## config.mk

```make
export PLATFORM = sky130hd
export DESIGN_NAME = biss_frame_master
export DESIGN_NICKNAME = d
export VERILOG_FILES = /design/src/rtl/biss_pkg.sv /design/src/rtl/biss_sl_sync.sv /design/src/rtl/biss_clk_gen.sv /design/src/rtl/biss_rx.sv /design/src/rtl/biss_gray2bin.sv /design/src/rtl/biss_frame_master.sv
export SDC_FILE = /design/constraint.sdc
export NUM_CORES = 1
export LEC_CHECK = 0
export ABC_AREA = 0
export BUFFER_PORTS_ARGS = -buffer_cell sky130_fd_sc_hd__buf_2
export CELL_PAD_IN_SITES_DETAIL_PLACEMENT = 2
export CELL_PAD_IN_SITES_GLOBAL_PLACEMENT = 2
export CORE_ASPECT_RATIO = 1.1
export CORE_MARGIN = 2
export CORE_UTILIZATION = 38
export CTS_CLUSTER_DIAMETER = 30
export DETAILED_ROUTE_END_ITERATION = 16
export PLACE_DENSITY = 0.84
export SLEW_MARGIN = 20
export SYNTH_ARGS = -nofsm -noshare
export SYNTH_HDL_FRONTEND = slang
export SYNTH_HIERARCHICAL = 1
export SYNTH_SLANG_ARGS = --single-unit
```

## constraint.sdc

```tcl
create_clock -name clk -period 3.5 [get_ports clk]
set_input_delay 0.525 -clock clk [delete_from_list [all_inputs] [get_ports clk]]
set_output_delay 0.525 -clock clk [all_outputs]
set_load 0.02 [all_outputs]
```

## src/rtl/biss_pkg.sv

```systemverilog
package biss_pkg;

   typedef enum logic [2:0] {
      RX_IDLE,
      RX_ACK,
      RX_START,
      RX_SAMPLE,
      RX_FIN
   } rx_state_t;

   // one serial CRC step, MSB-first data, zero-free generic form
   function automatic logic [5:0] crc6_step(input logic [5:0] cur,
                                            input logic       din,
                                            input logic [5:0] poly);
      logic fb;
      fb = din ^ cur[5];
      return {cur[4:0], 1'b0} ^ (fb ? poly : 6'd0);
   endfunction

endpackage

```

## src/rtl/biss_sl_sync.sv

```systemverilog
module biss_sl_sync #(
   parameter int STAGES = 2
) (
   input  logic clk,
   input  logic rst_n,
   input  logic sl_i,
   output logic sl_s,
   output logic sl_rise,
   output logic sl_fall
);

   initial begin
      if (STAGES < 2) $fatal(1, "biss_sl_sync: STAGES must be at least 2");
   end

   logic [STAGES-1:0] chain;
   logic              prev;

   generate
      genvar gi;
      for (gi = 0; gi < STAGES; gi++) begin : g_stage
         if (gi == 0) begin : g_first
            always_ff @(posedge clk or negedge rst_n) begin
               if (!rst_n) chain[0] <= 1'b1;
               else        chain[0] <= sl_i;
            end
         end else begin : g_next
            always_ff @(posedge clk or negedge rst_n) begin
               if (!rst_n) chain[gi] <= 1'b1;
               else        chain[gi] <= chain[gi-1];
            end
         end
      end
   endgenerate

   always_ff @(posedge clk or negedge rst_n) begin
      if (!rst_n) prev <= 1'b1;
      else        prev <= chain[STAGES-1];
   end

   assign sl_s    = chain[STAGES-1];
   assign sl_rise = chain[STAGES-1] & ~prev;
   assign sl_fall = ~chain[STAGES-1] & prev;

endmodule

```

## src/rtl/biss_clk_gen.sv

```systemverilog
module biss_clk_gen #(
   parameter int DIV_W  = 16,
   parameter int EDGE_W = 8
) (
   input  logic              clk,
   input  logic              rst_n,
   input  logic              launch,
   input  logic [DIV_W-1:0]  half_lim,
   input  logic [EDGE_W-1:0] edges,
   output logic              ma,
   output logic              active,
   output logic              last_edge
);

   initial begin
      if (DIV_W < 2)  $fatal(1, "biss_clk_gen: DIV_W too small");
      if (EDGE_W < 2) $fatal(1, "biss_clk_gen: EDGE_W too small");
   end

   logic [DIV_W-1:0]  cnt;
   logic [EDGE_W-1:0] left;

   always_ff @(posedge clk or negedge rst_n) begin
      if (!rst_n) begin
         ma        <= 1'b1;
         active    <= 1'b0;
         last_edge <= 1'b0;
         cnt       <= '0;
         left      <= '0;
      end else begin
         last_edge <= 1'b0;
         if (launch) begin
            active <= 1'b1;
            cnt    <= '0;
            left   <= edges;
            ma     <= 1'b1;
         end else if (active) begin
            if (cnt == half_lim) begin
               cnt  <= '0;
               ma   <= ~ma;
               left <= left - 1'b1;
               if (left == EDGE_W'(1)) begin
                  active    <= 1'b0;
                  last_edge <= 1'b1;
               end
            end else begin
               cnt <= cnt + 1'b1;
            end
         end
      end
   end

endmodule

```

## src/rtl/biss_rx.sv

```systemverilog
module biss_rx
   import biss_pkg::*;
#(
   parameter int          POS_W    = 13,
   parameter int          CRC_W    = 6,
   parameter logic [5:0]  CRC_POLY = 6'h03,
   parameter int          DIV_W    = 16
) (
   input  logic             clk,
   input  logic             rst_n,
   input  logic             launch,
   input  logic             clk_last,
   input  logic [DIV_W-1:0] half_lim,
   input  logic             sl_s,
   input  logic             sl_rise,
   output logic             rx_busy,
   output logic             done_o,
   output logic             timeout_o,
   output logic             cds_o,
   output logic [POS_W-1:0] pos_gray_o,
   output logic             err_n_o,
   output logic             warn_n_o,
   output logic [CRC_W-1:0] crc_rx_o,
   output logic [CRC_W-1:0] crc_calc_o,
   output logic             crc_ok_o
);

   localparam int CDS_IDX  = 1;
   localparam int POS_LO   = 2;
   localparam int POS_HI   = POS_LO + POS_W - 1;
   localparam int ERR_IDX  = POS_HI + 1;
   localparam int WARN_IDX = POS_HI + 2;
   localparam int CRC_LO   = POS_HI + 3;
   localparam int LAST_IDX = CRC_LO + CRC_W - 1;
   localparam int IDX_W    = $clog2(LAST_IDX + 1);

   initial begin
      if (CRC_W != 6)  $fatal(1, "biss_rx: only a 6-bit check word is supported");
      if (POS_W < 2)   $fatal(1, "biss_rx: POS_W must be at least 2");
   end

   rx_state_t           state;
   logic [DIV_W:0]      tmr;
   logic [IDX_W-1:0]    bidx;
   logic                cds_r, err_r, warn_r, to_r;
   logic [POS_W-1:0]    gray_r;
   logic [CRC_W-1:0]    crx_r, crc_r;
   logic [DIV_W:0]      full_lim;
   logic [DIV_W:0]      half_ext;

   assign full_lim = {half_lim, 1'b1};
   assign half_ext = {1'b0, half_lim};
   assign rx_busy  = (state != RX_IDLE);

   always_ff @(posedge clk or negedge rst_n) begin
      if (!rst_n) begin
         state      <= RX_IDLE;
         tmr        <= '0;
         bidx       <= '0;
         cds_r      <= 1'b0;
         err_r      <= 1'b1;
         warn_r     <= 1'b1;
         to_r       <= 1'b0;
         gray_r     <= '0;
         crx_r      <= '0;
         crc_r      <= '0;
         done_o     <= 1'b0;
         timeout_o  <= 1'b0;
         cds_o      <= 1'b0;
         pos_gray_o <= '0;
         err_n_o    <= 1'b1;
         warn_n_o   <= 1'b1;
         crc_rx_o   <= '0;
         crc_calc_o <= '0;
         crc_ok_o   <= 1'b0;
      end else begin
         done_o <= 1'b0;
         unique case (state)
            RX_IDLE: begin
               if (launch) begin
                  state <= RX_ACK;
                  crc_r <= '0;
                  to_r  <= 1'b0;
               end
            end
            RX_ACK: begin
               if (clk_last) begin
                  to_r  <= 1'b1;
                  state <= RX_FIN;
               end else if (!sl_s) begin
                  state <= RX_START;
               end
            end
            RX_START: begin
               if (clk_last) begin
                  to_r  <= 1'b1;
                  state <= RX_FIN;
               end else if (sl_rise) begin
                  tmr   <= half_ext;
                  bidx  <= '0;
                  state <= RX_SAMPLE;
               end
            end
            RX_SAMPLE: begin
               if (tmr == '0) begin
                  tmr  <= full_lim;
                  bidx <= bidx + 1'b1;
                  if (int'(bidx) == CDS_IDX) begin
                     cds_r <= sl_s;
                  end else if (int'(bidx) >= POS_LO && int'(bidx) <= POS_HI) begin
                     gray_r <= {gray_r[POS_W-2:0], sl_s};
                     crc_r  <= crc6_step(crc_r, sl_s, CRC_POLY);
                  end else if (int'(bidx) == ERR_IDX) begin
                     err_r <= sl_s;
                     crc_r <= crc6_step(crc_r, sl_s, CRC_POLY);
                  end else if (int'(bidx) == WARN_IDX) begin
                     warn_r <= sl_s;
                     crc_r  <= crc6_step(crc_r, sl_s, CRC_POLY);
                  end else if (int'(bidx) >= CRC_LO) begin
                     crx_r <= {crx_r[CRC_W-2:0], sl_s};
                  end
                  if (int'(bidx) == LAST_IDX) state <= RX_FIN;
               end else begin
                  tmr <= tmr - 1'b1;
               end
            end
            RX_FIN: begin
               done_o     <= 1'b1;
               timeout_o  <= to_r;
               cds_o      <= cds_r;
               pos_gray_o <= gray_r;
               err_n_o    <= err_r;
               warn_n_o   <= warn_r;
               crc_rx_o   <= crx_r;
               crc_calc_o <= crc_r;
               crc_ok_o   <= !to_r && (crx_r == ~crc_r);
               state      <= RX_IDLE;
            end
            default: state <= RX_IDLE;
         endcase
      end
   end

endmodule

```

## src/rtl/biss_gray2bin.sv

```systemverilog
module biss_gray2bin #(
   parameter int W = 13
) (
   input  logic [W-1:0] gray,
   output logic [W-1:0] bin
);

   initial begin
      if (W < 2) $fatal(1, "biss_gray2bin: W must be at least 2");
   end

   generate
      genvar gi;
      for (gi = W - 1; gi >= 0; gi--) begin : g_bit
         if (gi == W - 1) begin : g_top
            assign bin[gi] = gray[gi];
         end else begin : g_low
            assign bin[gi] = bin[gi+1] ^ gray[gi];
         end
      end
   endgenerate

endmodule

```

## src/rtl/biss_frame_master.sv

```systemverilog
module biss_frame_master #(
   parameter int         POS_W       = 13,
   parameter int         CRC_W       = 6,
   parameter logic [5:0] CRC_POLY    = 6'h03,
   parameter int         DIV_W       = 16,
   parameter int         EDGE_W      = 8,
   parameter int         SYNC_STAGES = 2
) (
   input  logic              clk,
   input  logic              rst_n,
   input  logic              start_i,
   input  logic [DIV_W-1:0]  half_lim_i,
   input  logic [EDGE_W-1:0] edge_cnt_i,
   input  logic              sl_i,
   output logic              ma_o,
   output logic              busy_o,
   output logic              done_o,
   output logic              timeout_o,
   output logic              cds_o,
   output logic [POS_W-1:0]  pos_gray_o,
   output logic [POS_W-1:0]  pos_bin_o,
   output logic              err_n_o,
   output logic              warn_n_o,
   output logic [CRC_W-1:0]  crc_rx_o,
   output logic [CRC_W-1:0]  crc_calc_o,
   output logic              crc_ok_o
);

   logic launch, clk_active, clk_last, rx_busy;
   logic sl_s, sl_rise, sl_fall;

   assign busy_o = clk_active | rx_busy;
   assign launch = start_i & ~busy_o;

   biss_sl_sync #(.STAGES(SYNC_STAGES)) u_sync (
      .clk     (clk),
      .rst_n   (rst_n),
      .sl_i    (sl_i),
      .sl_s    (sl_s),
      .sl_rise (sl_rise),
      .sl_fall (sl_fall)
   );

   biss_clk_gen #(.DIV_W(DIV_W), .EDGE_W(EDGE_W)) u_clk (
      .clk       (clk),
      .rst_n     (rst_n),
      .launch    (launch),
      .half_lim  (half_lim_i),
      .edges     (edge_cnt_i),
      .ma        (ma_o),
      .active    (clk_active),
      .last_edge (clk_last)
   );

   biss_rx #(
      .POS_W(POS_W), .CRC_W(CRC_W), .CRC_POLY(CRC_POLY), .DIV_W(DIV_W)
   ) u_rx (
      .clk        (clk),
      .rst_n      (rst_n),
      .launch     (launch),
      .clk_last   (clk_last),
      .half_lim   (half_lim_i),
      .sl_s       (sl_s),
      .sl_rise    (sl_rise),
      .rx_busy    (rx_busy),
      .done_o     (done_o),
      .timeout_o  (timeout_o),
      .cds_o      (cds_o),
      .pos_gray_o (pos_gray_o),
      .err_n_o    (err_n_o),
      .warn_n_o   (warn_n_o),
      .crc_rx_o   (crc_rx_o),
      .crc_calc_o (crc_calc_o),
      .crc_ok_o   (crc_ok_o)
   );

   biss_gray2bin #(.W(POS_W)) u_g2b (
      .gray (pos_gray_o),
      .bin  (pos_bin_o)
   );

endmodule

```

### Yosys cells after proc, flatten, opt, wreduce, memory -nomap -nowiden

Cells that the tools add are included.

| operators by class | value |
|---|---|
| add/subtract/negate cells | 4 |
| multiply operators | 0 |
| div/mod/pow operators | 0 |
| order comparisons | 3 |
| eq/ne operators | 21 |
| shift operators | 0 |
| multiplexer cells | 45 |
| bitwise logic cells | 25 |
| reduce and logical (&&, ||, !) cells | 23 |

Operators by type and width:

| kind | count |
|---|---|
| $mux 17 | 3 |
| $mux 16 | 3 |
| $mux 6 | 6 |
| $pmux 17 s2 | 1 |
| $mux 8 | 3 |
| $mux 3 | 7 |
| $logic_not 17->1 | 1 |
| $sub 17x1->17 const B | 1 |
| $add 16x1->16 const B | 1 |
| $eq 16x16->1 | 1 |
| $eq 5x5->1 const B | 3 |
| $mux 5 | 3 |
| $reduce_and 5->1 | 3 |
| $mux 1 | 14 |
| $xor 1x1->1 | 13 |
| $pmux 3 s4 | 1 |
| $pmux 6 s2 | 1 |
| $pmux 5 s2 | 1 |
| $reduce_bool 2->1 | 5 |
| $reduce_and 3->1 | 3 |
| $eq 8x1->1 const B | 1 |
| $ne 2x2->1 const B | 4 |
| $reduce_and 4->1 | 2 |
| $sub 8x1->8 const B | 1 |
| other kinds (27) | 39 |

| storage, ports and cells | value |
|---|---|
| register bits after elaboration | 115 |
| bits in latches | 0 |
| bits in writable memories | 0 |
| memory bits (read-only) | 0 |
| input port bits | 28 |
| output and inout port bits | 46 |
| word-level logic and storage cells | 148 |
| memories kept | 0 |

### Logic depth before layout (Yosys ltp)

Gate-level depths: netlist of the first run.

| logic depth | value |
|---|---|
| word-level depth | 12 |
| mapped depth | 10 |
| gate-level depth less buffers | 8 |

### Hierarchy

The synthesis of the first run kept the hierarchy.

Modules (own cells, without submodules):

| module | instances | cells an instance | area each (um^2) | sequential area each (um^2) |
|---|---|---|---|---|
| biss_rx | 1 | 393 | 4290.4 | 2132.0 |
| biss_clk_gen | 1 | 178 | 1694.1 | 676.9 |
| biss_gray2bin | 1 | 23 | 242.7 | 0.0 |
| biss_sl_sync | 1 | 5 | 93.8 | 78.8 |
| biss_frame_master | 1 | 2 | 13.8 | 0.0 |

### Least setup slack after synthesis of the first run

OpenSTA, ideal clock, no wires.

| path | value |
|---|---|
| kind | reg-to-output |
| start point | register u_rx.pos_gray_o[11] |
| end point | output port pos_bin_o[2] |
| arrival time | 1970 ps |
| required time | 2975 ps |
| path slack | 1005 ps |
| cell stages (with the launch flop) | 5 |
| path buffers | 0 |
| path through | dfrtp_1 xnor2_4 xnor3_2 xnor2_4 xor2_1 |

| on the way | value |
|---|---|
| longest elaborated chain between the ends | 10 |

RTL lines:

| what | RTL line | text |
|---|---|---|
| from (decl) | biss_rx.sv:20 | `output logic [POS_W-1:0] pos_gray_o,` |
| from (signal assigned) | biss_rx.sv:131 | `pos_gray_o <= gray_r;` |
| $xor 1x1->1 (7 in a row) | biss_gray2bin.sv:18 | `assign bin[gi] = bin[gi+1] ^ gray[gi];` |
| net pos_bin_o[5] | biss_frame_master.sv:21 | `output logic [POS_W-1:0] pos_bin_o,` |
| $xor 1x1->1 (3 in a row) | biss_gray2bin.sv:18 |  |
| to (decl) | biss_frame_master.sv:21 |  |

The timed path passes the listed nets, and every way through them passes these cells.

### Worst setup path in the final report of the first run

| path | value |
|---|---|
| start point | register u_rx.bidx[0] |
| end point | register u_rx.crx_r[3] |

| on the way | value |
|---|---|
| longest elaborated chain between the ends | 4 |
| elaborated cells between the ends (all ways) | 12 |
| those cells by class | order compare (3); eq/ne (3); bitwise (4); reduce/logical (2) |

RTL lines:

| what | RTL line | text |
|---|---|---|
| from (decl) | biss_rx.sv:44 | `logic [IDX_W-1:0] bidx;` |
| from (signal assigned) | biss_rx.sv:107 | `bidx <= bidx + 1'b1;` |
| $ge 5x2->1 / $le 5x4->1 (equally long branches) | biss_rx.sv:110 | `end else if (int'(bidx) >= POS_LO && int'(bidx) <= POS_HI) begin` |
| $logic_and 1x1->1 | biss_rx.sv:110 |  |
| $not 1->1 (no line) | n/a |  |
| $reduce_and 7->1 (no line) (*) | n/a |  |
| to (signal assigned) | biss_rx.sv:120 | `crx_r <= {crx_r[CRC_W-2:0], sl_s};` |
| to (decl) | biss_rx.sv:47 | `logic [CRC_W-1:0] crx_r, crc_r;` |

Every way passes the cells marked *; elsewhere a longest branch is shown, timed or not.
A chain may end at the register's enable or synchronous reset.

==> results by stage, run 1 <==
Placement:
- The number of placed instances, taps included, is 860.
- OpenSTA, run right after detailed placement, puts the worst setup slack at roughly 590 ps.
- The routability congestion estimate from global placement is 0.797.
- Summing all placed instances gives a cell area of about 6900 µm².
- The count of port buffers added during placement is between 70 and 80.
- Summed over all nets, the half-perimeter wirelength after detailed placement is 13,500 µm.

Setup path:
- The worst setup path is launched from a flip-flop.
- Traced cell by cell, the critical path runs through inv_1 -> ha_1 -> nor4_1 -> nor3_1 -> nor4_4 -> o2111ai_2 -> mux2_2.
- The biggest fanout along the worst timing path is 8.
- The largest individual stage delay along the critical path comes from the cell nor4_1.
- The category of cells accounting for the largest share of critical-path delay is simple AND/OR/NAND/NOR gates.
- Data on the critical path is required at its endpoint by roughly 3800 ps.
- The longest individual stage delay on the worst path is between 600 and 700 ps.
- The critical path crosses 7 cells after its start point.
- The slack of the worst reg-to-reg path is 570 ps.
- The worst register-to-register path begins at u_rx/bidx[0].
- Tracing the worst setup path back leads to its startpoint at u_rx/bidx[0].
- Data on the critical path arrives at its endpoint at roughly 3200 ps.
- Counting both buffers and inverters, the worst setup path holds a total of 1.
- For the worst flop-to-flop path, the logic depth is 7.
- The endpoint type of the worst setup path is a flip-flop.
- In this run the critical register-to-register path is captured at u_rx/crx_r[3].
- The category of the critical setup timing path is reg -> reg.
- The capture point of the critical path is u_rx/crx_r[3].

Run:
- The number of violations of the max-capacitance limit is 0.

Global routing:
- The remaining global-route overflow is 0.
- The initial antenna violation count came to 0.
- The first-pass GRT wire length is 32,700 µm.
- The maximum number of pins on one net before global-route repair is 116.
- For this run, the total global-route usage over all layers was measured as 0.237.
- The number of global-route vias before repair is 5,804.

Power:
- The net switching power of the design is 1.79 mW.
- Of the total power, the clock network draws 0.366.
- The power share of the combinational group is 0.259.
- The total power per unit cell area is 668 nW/µm².
- Across the VDD grid, the largest voltage drop is 0.374 mV.
- The internal power of the cells totals around 3.2 mW.
- Of the total power, registers draw 0.375.
- Of the total power, the share spent switching nets is 0.356.
- The analysis attributes to cell leakage a power of 3.40 nW.

Routing:
- The routed design uses 604 µm of met3 wire.
- The number of vias in the routed layout is 5,112.
- The number of design rule violations left after detail routing is 0.
- The final wirelength is 20,000 µm.
- In the routed layout, each cell is associated on average with a via count of between 5 and 6.
- The highest layer used for signal routing is met4.
- The length of routed wiring on met1 is 8150 µm.
- Dividing the detail-routed wire length by the instance count gives 22.4 µm.
- For this block, the initial DRC count from the detailed router was around 210.
- The post-detailed-route count of antenna-violating nets is 0.
- The detailed-routed wire length on met2 is between 10,000 and 15,000 µm.
- The first detailed-routing pass ran for 4 iterations.

CTS:
- Buffers added to address setup during post-CTS repair amount to 0.
- Buffers inserted to repair hold after CTS numbered 0.
- The clock latency of the later-clocked register in the worst-skew pair is 420 ps.
- CTS built an H-tree with a depth of 4.
- Counting every sink on the clock net gives 115.
- Clock-pin slew was measured on the worst setup and hold paths at 60 ps.
- The count of instances resized after the clock tree is built is 0.
- TritonCTS built the clock tree.
- TritonCTS created 17 clock buffers.
- The root cell of the clock tree is clkbuf_16.
- The number of buffers on the longest clock path is 2.

Floorplanning:
- The floorplan die area is 17,700 µm².
- In this run the horizontal extent of the chip is 127 µm.
- The initial core utilization is 0.388.
- In this run the standard cell core region covers 16,300 µm².
- The vertical die dimension is 139 µm.
- For this design the top-level I/O count stands at 74.
- The placement row count is 49.

Timing:
- The post-route setup TNS is 0 ps.
- The clock period minus final worst setup slack is 2930 ps.
- Based on the critical path, the design can be clocked at up to 341 MHz.
- Across the routed clock network, the largest skew measured is 18.6 ps.
- The count of endpoints failing hold in the final timing report came to 0.
- At the pin with the least slew margin, the transition time is 819 ps.
- Setup repair after global routing left no endpoint under its margin.
- In the finished design, the share of the clock period the worst path needs comes to 0.838.
- Headroom to the max-slew limit came out at 0.451.
- After layout, the worst setup slack is between 500 and 600 ps.
- The final-report setup violation count is 0.
- The number of pins with negative max-slew slack in the final report is 0.

Outcome:
- The flow ran to the end, and the final reports show no timing, DRC or antenna violations.

Synth:
- The number of warning messages in the yosys log is 6.
- After synthesis, the mean cell area works out to roughly 11 µm².
- The gate count after technology mapping is 600.
- The mapped netlist covers 6330 µm².
- The number of nets produced by synthesis is roughly 640.

Hold path:
- The worst min-delay path category is in -> reg.

Final layout:
- The finished layout cell area is 7540 µm².
- Excluding fillers, the count of instances in the completed layout stands at 892.
- The area growth from synthesis to layout is 19.1%.
- In the final layout, the share of cells above drive strength 1 is 0.295.
- The number of nets at the end of the flow is 713.
- The number of antenna diodes in the final layout is 0.
[worst reg2reg max path: cells and delay by family (launching register included)]
kind	cells	cell delay, ps
adders and majority gates	1	230
and+or+nand+nor	3	1310
AOI/OAI and AO/OA	1	340
buffers and inverters	1	120
DFF	1	440
muxes	1	370
[cells in the final DEF (no fill, tap or decap), types with 4 or more instances in the layout]
master and instances:
a21oi_1 16, a22oi_1 6, a31oi_1 4, and3_1 9, buf_2 72, buf_4 13
clkbuf_16 17, dfrtp_1 107, dfstp_2 8, ha_1 10, inv_1 16, inv_6 4
mux2_2 52, mux2i_1 4, nand2_1 35, nand2b_1 7, nand3_1 17, nand4_1 12
nor2_1 43, nor2b_1 5, nor3_1 13, nor3b_1 5, nor4_1 9, nor4_4 4
o21ai_0 45, o31ai_1 9, or3_1 4, xnor2_1 34, xor2_1 22
[flip-flops by register name (all words and copies together), names as in the netlist, 3 cells and up]
signal / flops
u_rx/gray_r: 13
u_rx/tmr: 17
u_rx/crc_calc_o: 6
u_clk/cnt: 16
u_rx/crc_rx_o: 6
u_rx/crx_r: 6
u_rx/crc_r: 6
u_rx/bidx: 5
u_rx/pos_gray_o: 13
u_rx/state: 3
u_clk/left: 8
[layout make-up]
cell class | instances | area, µm²
flip-flops and latches | 115 | 2890
inverters | 16 | 60.1
multi-input cells | 439 | 3230
fillers | 1726 | 8770
clock inverters | 13 | 171
well taps | 204 | 255
repair buffers | 86 | 478
clock buffers | 19 | 453
[through the flow]
stage	power, mW	hold slack [ps]	util
5_1_grt	5.31	193	0.462
4_1_cts	5.07	187	0.462
6_report	5.03	205	0.462
3_5_place_dp	3.17	348	0.424
3_3_place_gp	3.05	349	0.424
2_1_floorplan	2.71	229	-
[routing by layer]
layer	GRT usage	vias to the layer above
met5	0	-
met4	0.0700	0
met2	0.437	105
li1	-	2327
met3	0.0484	28
met1	0.278	2652
[power groups by stage]
stage | logic, mW | clock network [mW] | registers (mW)
floorplan | 0.900 | 0 | 1.81
global placement | 1.19 | 0 | 1.86
detailed placement | 1.28 | 0 | 1.89
CTS | 1.30 | 1.89 | 1.88
global route | 1.45 | 1.94 | 1.92
finish | 1.30 | 1.84 | 1.89
[worst min-delay path by stage]
stage	endpoint	slack, ps	from	cells past startpoint
after floorplan	u_clk/active	230	rst_n	0
after global placement	u_sync/sl_s	350	u_sync/chain[0]	0
after detailed placement	u_sync/sl_s	350	u_sync/chain[0]	0
after CTS	u_sync/chain[0]	190	sl_i	1
after global routing	u_sync/chain[0]	190	sl_i	1
final	u_sync/chain[0]	200	sl_i	1
(Power assumes the default switching activity.)
==> run 2: changes to the inputs <==
clock period = 2.91 ns   (was 3.5 ns; I/O delays follow)
==> run 2 against run 1 <==
  * Die area unchanged
  * Critical path type is now reg -> out
  * Clock skew shrank 11 ps
  * Largest cell class unchanged
  * Worst hold slack lost 160 ps
  * Setup slack got worse by 420 ps
  * Clock-buffer cell count is the same
  * Sequential share of layout area decreased by 0.40 points
  * Power up 21%
==> results by stage, run 2 (synthesis gave the netlist of run 1 again) <==
CTS:
- The root cell of the clock tree is clkbuf_16 (unchanged).
- The count of hold buffers inserted by post-cts repair was 0 (unchanged).
- The maximum level of the CTS H-tree is 4 (unchanged).
- The clock net sink count is 115 (unchanged).
- The clock tree from TritonCTS is done (unchanged).
- The clock latency of the later-clocked register in the worst-skew pair is 420 ps (about the same).
- The number of CTS-inserted buffers was 17 (unchanged).
- The register clock-pin slew on the reported worst setup and hold paths is 60 ps (about the same).
- The number of buffers on the longest clock path is 2 (unchanged).

Routing:
- The number of DRC markers in iteration 0 is 193 (was 211).
- The final wirelength is 20,000 µm (about the same).
- The number of design rule violations left after detail routing was 0 (unchanged).
- The average wire per cell in the routed design is 22.2 µm (was 22.4 µm).
- The average via count per standard cell is 5.78 (was 5.73).
- The post-detailed-route count of antenna-violating nets is 0 (unchanged).
- The number of vias in the routed layout is 5,213 (was 5,112).
- The number of iterations in the first detailed-routing pass came to 7 (was 4).

Final layout:
- The share of layout cells above drive strength 1 is 0.307 (was 0.295).
- The largest register by flop count is u_rx/tmr (unchanged).
- The number of nets at the end of the flow is 723 (was 713).
- The finished layout cell area is 7620 µm² (was 7540 µm²).
- The non-filler instance count after layout is 902 (was 892).
- The number of flip-flops in the largest register is 17 (unchanged).
- Largest regs: u_rx/tmr x17, u_clk/cnt x16 (unchanged).
- The most common library cell in the layout ignoring fill and taps is dfrtp_1 (unchanged).
- The area growth from synthesis to layout was 20.4% (was 19.1%).
- The number of diodes was 0 (unchanged).
- Commonest non-fill, non-tap cells in the layout: dfrtp_1, buf_2, mux2_2, o21ai_0, nor2_1 (unchanged).

Global routing:
- The remaining global-route overflow is 0 (unchanged).
- The global routing usage summed across all routing layers is 0.237 (about the same).
- The number of global-route vias before repair is 5,785 (was 5,804).
- The first-pass GRT wire length is 32,600 µm (was 32,700 µm).
- The maximum number of pins on one net before global-route repair is 50 (was 116).
- The initial antenna violation count is 0 (unchanged).

Power:
- The post-route total power is 6.10 mW (was 5.03 mW).
- The total power per unit cell area is 801 nW/µm² (was 668 nW/µm²).
- The worst ir drop on vdd is 0.417 mV (was 0.374 mV).
- The static power due to leakage came to 3.45 nW (was 3.40 nW).

Timing:
- The post-route setup TNS is 0 ps (unchanged).
- The count of endpoints failing hold in the final timing report is 0 (unchanged).
- The clock skew after layout is 7.38 ps (was 18.6 ps).
- Counting I/O delays and the setup requirement, the final critical path takes 2760 ps.
- The slew at the pin with the worst max-slew slack is 687 ps (was 819 ps).
- Of the available clock period, the critical path in the final layout requires 0.949.
- Unrepaired setup endpoints after global routing: no (unchanged).
- The final-report setup violation count is 0 (unchanged).
- The final worst hold slack is 40.1 ps (was 205 ps).
- Based on the critical path, the design can be clocked at up to about 360 MHz.
- The remaining max-slew budget at the tightest pin is 0.536 (was 0.451).
- The number of pins with negative max-slew slack in the final report is 0 (unchanged).

Hold path:
- The worst min-delay path category is in -> async (was in -> reg).

Setup path:
- The category of cells accounting for the largest share of critical-path delay is XOR/XNOR gates (was simple AND/OR/NAND/NOR gates).
- The longest individual stage delay on the worst path is 480 ps (was 610 ps).
- The depth of the worst register-to-register path is 9 (was 7).
- The endpoint type of the worst setup path is a primary output (was flip-flop).
- The biggest fanout along the worst timing path is 6 (was 8).
- The critical path startpoint category is a flip-flop (unchanged).
- The arrival time reported for the critical path endpoint is 2320 ps (was 3240 ps).
- The number of buffer and inverter stages on the critical path is 1 (unchanged).
- Crit path cell chain: xnor2_4 -> xnor3_2 -> xnor2_4 -> xor2_1 -> buf_2 (was inv_1 -> ha_1 -> nor4_1 -> nor3_1 -> nor4_4 -> o2111ai_2 -> mux2_2).
- The total number of cells along the worst setup path was 5 (was 7).
- The data required time of the worst path was 2470 ps (was 3800 ps).
- Among the stages of the critical path, the cell type that occurs most often is xnor2_4.
- The category of the critical setup timing path is reg -> out (was reg -> reg).
- The master of the slowest instance on the critical path is xnor3_2 (was nor4_1).

Placement:
- The post-placement cell area is 6980 µm² (was 6910 µm²).
- The count of port buffers added during placement is 73 (unchanged).
- The routability congestion estimate from global placement is 0.802 (was 0.797).
- The estimated wirelength of the detail-placed design is 13,400 µm (was 13,500 µm).
- The number of placed instances with taps included was 869 (was 860).

Floorplanning:
- The area of the core is 16,300 µm² (unchanged).
- The vertical die dimension is 139 µm (unchanged).
- The count of pins on the block boundary is 74 (unchanged).
- The placement row count is 49 (unchanged).
- The initial core utilization was 0.388 (unchanged).
- The die span in x is 127 µm (unchanged).
- The floorplan die area is 17,700 µm² (unchanged).

Run:
- The number of violations of the max-capacitance limit came to 0 (unchanged).

Outcome:
- Result of the run: finished, final reports clean (unchanged).
-- run 2: changes by cell type in the layout (fill, tap and decap cells not counted), sizes merged --
cell      previous run  this run
buf                 86        96
clkinv               4         2
clkinvlp             2         3
inv                 20        21
-- run 2: what timing repair did --
item / CTS / global route
pin swaps: 1 / 1
setup buffers: 0 / 1
gates resized for setup: 0 / 1
cloned: 0 / 0
endpoints found under the setup margin: 6 / 6
-- run 2: area by class of cell --
cell class                      instances  area (µm²)
Inverter                               16        60.1
Clock buffer                           19         453
Sequential cell                       115        2890
Timing Repair Buffer                   96         553
Multi-Input combinational cell        439        3240
Tap cell                              204         255
Fill cell                            1695        8690
Clock inverter                         13         170
-- run 2: per-stage QoR --
stage               setup WS (ps)  utilization
global placement              474        0.428
finish                        149        0.467
floorplan                     451            -
CTS                          47.0        0.466
global route                 8.20        0.467
detailed placement            136        0.428
-- run 2: path summary, 6_finish.rpt --
kind | start | endpoint | slack [ps]
max reg2reg | u_rx/tmr[0] | u_rx/crc_r[1] | 280
min in group clk | sl_i | u_sync/chain[0] | 120
max | u_rx/pos_gray_o[11] | pos_bin_o[4] | 150
max in group asynchronous | rst_n | u_clk/cnt[3] | 2080
min | rst_n | u_rx/crc_calc_o[2] | 40
min reg2reg | u_sync/chain[0] | u_sync/sl_s | 360
-- run 2: power breakdown --
group	switching [mW]	internal (mW)
combinational	0.979	0.648
clock	0.826	1.40
sequential	0.366	1.88
-- run 2: routing by layer --
layer	global-route usage	share of wire	vias to the layer above
li1	-	-	2348
met1	0.282	0.40	2730
met2	0.424	0.54	109
met3	0.0492	0.034	26
met4	0.0775	0.016	0
met5	0	0	-
==> run 3: changes to the inputs <==
PLACE_DENSITY = 0.76   (was 0.84)
==> run 3 against run 2 <==
  * Core utilization about the same
  * Final cell count increased by 0.11%
  * Clock power decreased by 3%
  * Global-route usage decreased by 0.83 points
  * Setup slack got worse by 18 ps
  * Register-to-register slack got worse by 70 ps
  * Flip-flop and latch count unchanged
  * Largest cell class unchanged
  * Largest power group unchanged
  * Highest routed layer unchanged
==> results by stage, run 3 (synthesis gave the netlist of run 1 again) <==
CTS:
- The maximum level of the CTS H-tree is 4 (unchanged).
- The count of hold buffers inserted by post-cts repair is 0 (unchanged).
- The count of buffers added by post-CTS timing repair for setup is 0 (unchanged).
- The number of buffers on the longest clock path came to 2 (unchanged).
- The clock latency of the later-clocked register in the worst-skew pair is 420 ps (about the same).
- The clock net sink count is 115 (unchanged).
- The register clock-pin slew on the reported worst setup and hold paths was 60 ps (about the same).
- The count of instances resized after the clock tree is built is 0 (unchanged).
- The clock tree from TritonCTS is done (unchanged).
- The root cell of the clock tree is clkbuf_16 (unchanged).
- The number of CTS-inserted buffers came to 17 (unchanged).

Routing:
- The post-detailed-route count of antenna-violating nets is 0 (unchanged).
- The final wirelength is 19,200 µm (was 20,000 µm).
- The average via count per standard cell is 5.63 (was 5.78).
- The average wire per cell in the routed design is 21.3 µm (was 22.2 µm).
- The number of vias in the routed layout came to 5,081 (was 5,213).
- The number of DRC markers in iteration 0 is 184 (was 193).
- The number of iterations in the first detailed-routing pass came to 4 (was 7).
- The number of design rule violations left after detail routing is 0 (unchanged).

Global routing:
- The maximum number of pins on one net before global-route repair is 58 (was 50).
- The remaining global-route overflow is 0 (unchanged).
- The number of global-route vias before repair was 5,760 (was 5,785).
- The initial antenna violation count is 0 (unchanged).
- The first-pass GRT wire length came to 31,600 µm (was 32,600 µm).
- The global routing usage summed across all routing layers is 0.228 (was 0.237).

Final layout:
- The fill cell instance count of the final layout came to 1,759 (was 1,695).
- The share of layout cells above drive strength 1 came to 0.305 (was 0.307).
- The area growth from synthesis to layout is 20.3% (was 20.4%).
- Largest regs: u_rx/tmr x17, u_clk/cnt x16 (unchanged).
- The non-filler instance count after layout is 903 (was 902).
- Commonest non-fill, non-tap cells in the layout: dfrtp_1, buf_2, mux2_2, o21ai_0, nor2_1 (unchanged).
- The number of nets at the end of the flow came to 724 (was 723).
- The number of diodes came to 0 (unchanged).
- The number of flip-flops in the largest register is 17 (unchanged).
- The largest register by flop count is u_rx/tmr (unchanged).
- The most common library cell in the layout ignoring fill and taps is dfrtp_1 (unchanged).
- The end-of-flow core utilization came to 0.467 (about the same).

Floorplanning:
- The die span in x is 127 µm (unchanged).
- The placement row count was 49 (unchanged).
- The floorplan die area is 17,700 µm² (unchanged).
- The area of the core is 16,300 µm² (unchanged).
- The count of pins on the block boundary was 74 (unchanged).
- The initial core utilization is 0.388 (unchanged).
- The vertical die dimension is 139 µm (unchanged).

Timing:
- Unrepaired setup endpoints after global routing: no (unchanged).
- The post-route setup TNS was 0 ps (unchanged).
- The number of pins with negative max-slew slack in the final report is 0 (unchanged).
- The count of endpoints failing hold in the final timing report came to 0 (unchanged).
- The slew at the pin with the worst max-slew slack was 731 ps (was 687 ps).
- The share of the clock period used by the worst path after layout came to 0.955 (was 0.949).
- The fmax came to 360 MHz (was 362 MHz).
- The clock period minus final worst setup slack is 2780 ps (was 2760 ps).
- The final-report setup violation count is 0 (unchanged).
- The clock skew after layout came to 8.14 ps (was 7.38 ps).
- The final worst hold slack is 82.6 ps (was 40.1 ps).
- The remaining max-slew budget at the tightest pin is 0.513 (was 0.536).

Hold path:
- The worst min-delay path category is in -> async (unchanged).

Power:
- The post-route total power is 6.01 mW (was 6.10 mW).
- The total power per unit cell area is 790 nW/µm² (was 801 nW/µm²).
- The static power due to leakage was 3.45 nW (about the same).
- The worst ir drop on vdd came to 0.462 mV (was 0.417 mV).

Placement:
- The count of port buffers added during placement is 73 (unchanged).
- The routability congestion estimate from global placement is 0.799 (was 0.802).
- The number of placed instances with taps included was 871 (was 869).
- The estimated wirelength of the detail-placed design is 13,600 µm (was 13,400 µm).

Setup path:
- The dominant cell type by count on the critical path was xnor2_4 (unchanged).
- The biggest fanout along the worst timing path is 6 (unchanged).
- The category of the critical setup timing path is reg -> out (unchanged).
- The critical path startpoint category is a flip-flop (unchanged).
- The data required time of the worst path is 2470 ps (about the same).
- The endpoint type of the worst setup path is a primary output (unchanged).
- The longest individual stage delay on the worst path is 460 ps (was 480 ps).
- Crit path cell chain: xnor2_4 -> xnor3_2 -> xnor2_4 -> xor2_1 -> buf_2 (unchanged).
- The master of the slowest instance on the critical path is xnor3_2 (unchanged).
- The arrival time reported for the critical path endpoint came to 2340 ps (was 2320 ps).

Outcome:
- Result of the run: finished, final reports clean (unchanged).

Run:
- The number of violations of the max-capacitance limit is 0 (unchanged).
[run 3: power breakdown]
part / leakage (nW) / total [mW] / switching [mW] / internal (mW)
clock network: 0.290 / 2.16 / 0.768 / 1.39
registers: 1.49 / 2.27 / 0.391 / 1.88
logic: 1.67 / 1.58 / 0.928 / 0.651
total: 3.45 / 6.01 / 2.09 / 3.92
[run 3: final cells by class]
cell class | count | area [µm²] | area share
Clock inverter | 11 | 149 | 0.0196
Inverter | 16 | 60.1 | 0.00789
Tap cell | 204 | 255 | 0.0335
Clock buffer | 21 | 460 | 0.0605
Multi-Input combinational cell | 439 | 3240 | 0.425
Sequential cell | 115 | 2890 | 0.379
Timing Repair Buffer | 97 | 561 | 0.0737
[run 3: worst paths after layout]
kind	end	depth (start not counted)	start	slack, ps
worst max-delay path	pos_bin_o[2]	5	u_rx/pos_gray_o[11]	130
worst max register to register	u_rx/crc_r[1]	8	u_rx/state[0]	210
worst min register to register	u_sync/sl_s	0	u_sync/chain[0]	360
max in group asynchronous	u_sync/chain[0]	2	rst_n	2070
min in group clk	u_sync/chain[0]	1	sl_i	130
worst min-delay path	u_rx/crc_r[4]	1	rst_n	80
[run 3: critical path, delay by kind of cell, from the launching register on]
kind | cells | cell delay (ps)
XOR/XNOR | 4 | 1250
buffers and inverters | 1 | 210
flip-flops | 1 | 450
[run 3: stage by stage]
stage / cell area (µm²) / worst slack (ps)
after detailed placement: 6990 / 272
after floorplan: 6330 / 451
after CTS: 7600 / 93.8
after global routing: 7610 / 30.4
after global placement: 6990 / 444
final: 7610 / 131
[run 3: metal layers]
metal,global-route usage,vias to the layer above,share of wire
li1,-,2357,-
met1,0.266,2603,0.41
met2,0.418,88,0.54
met3,0.0381,33,0.027
met4,0.0862,0,0.025
met5,0,-,0
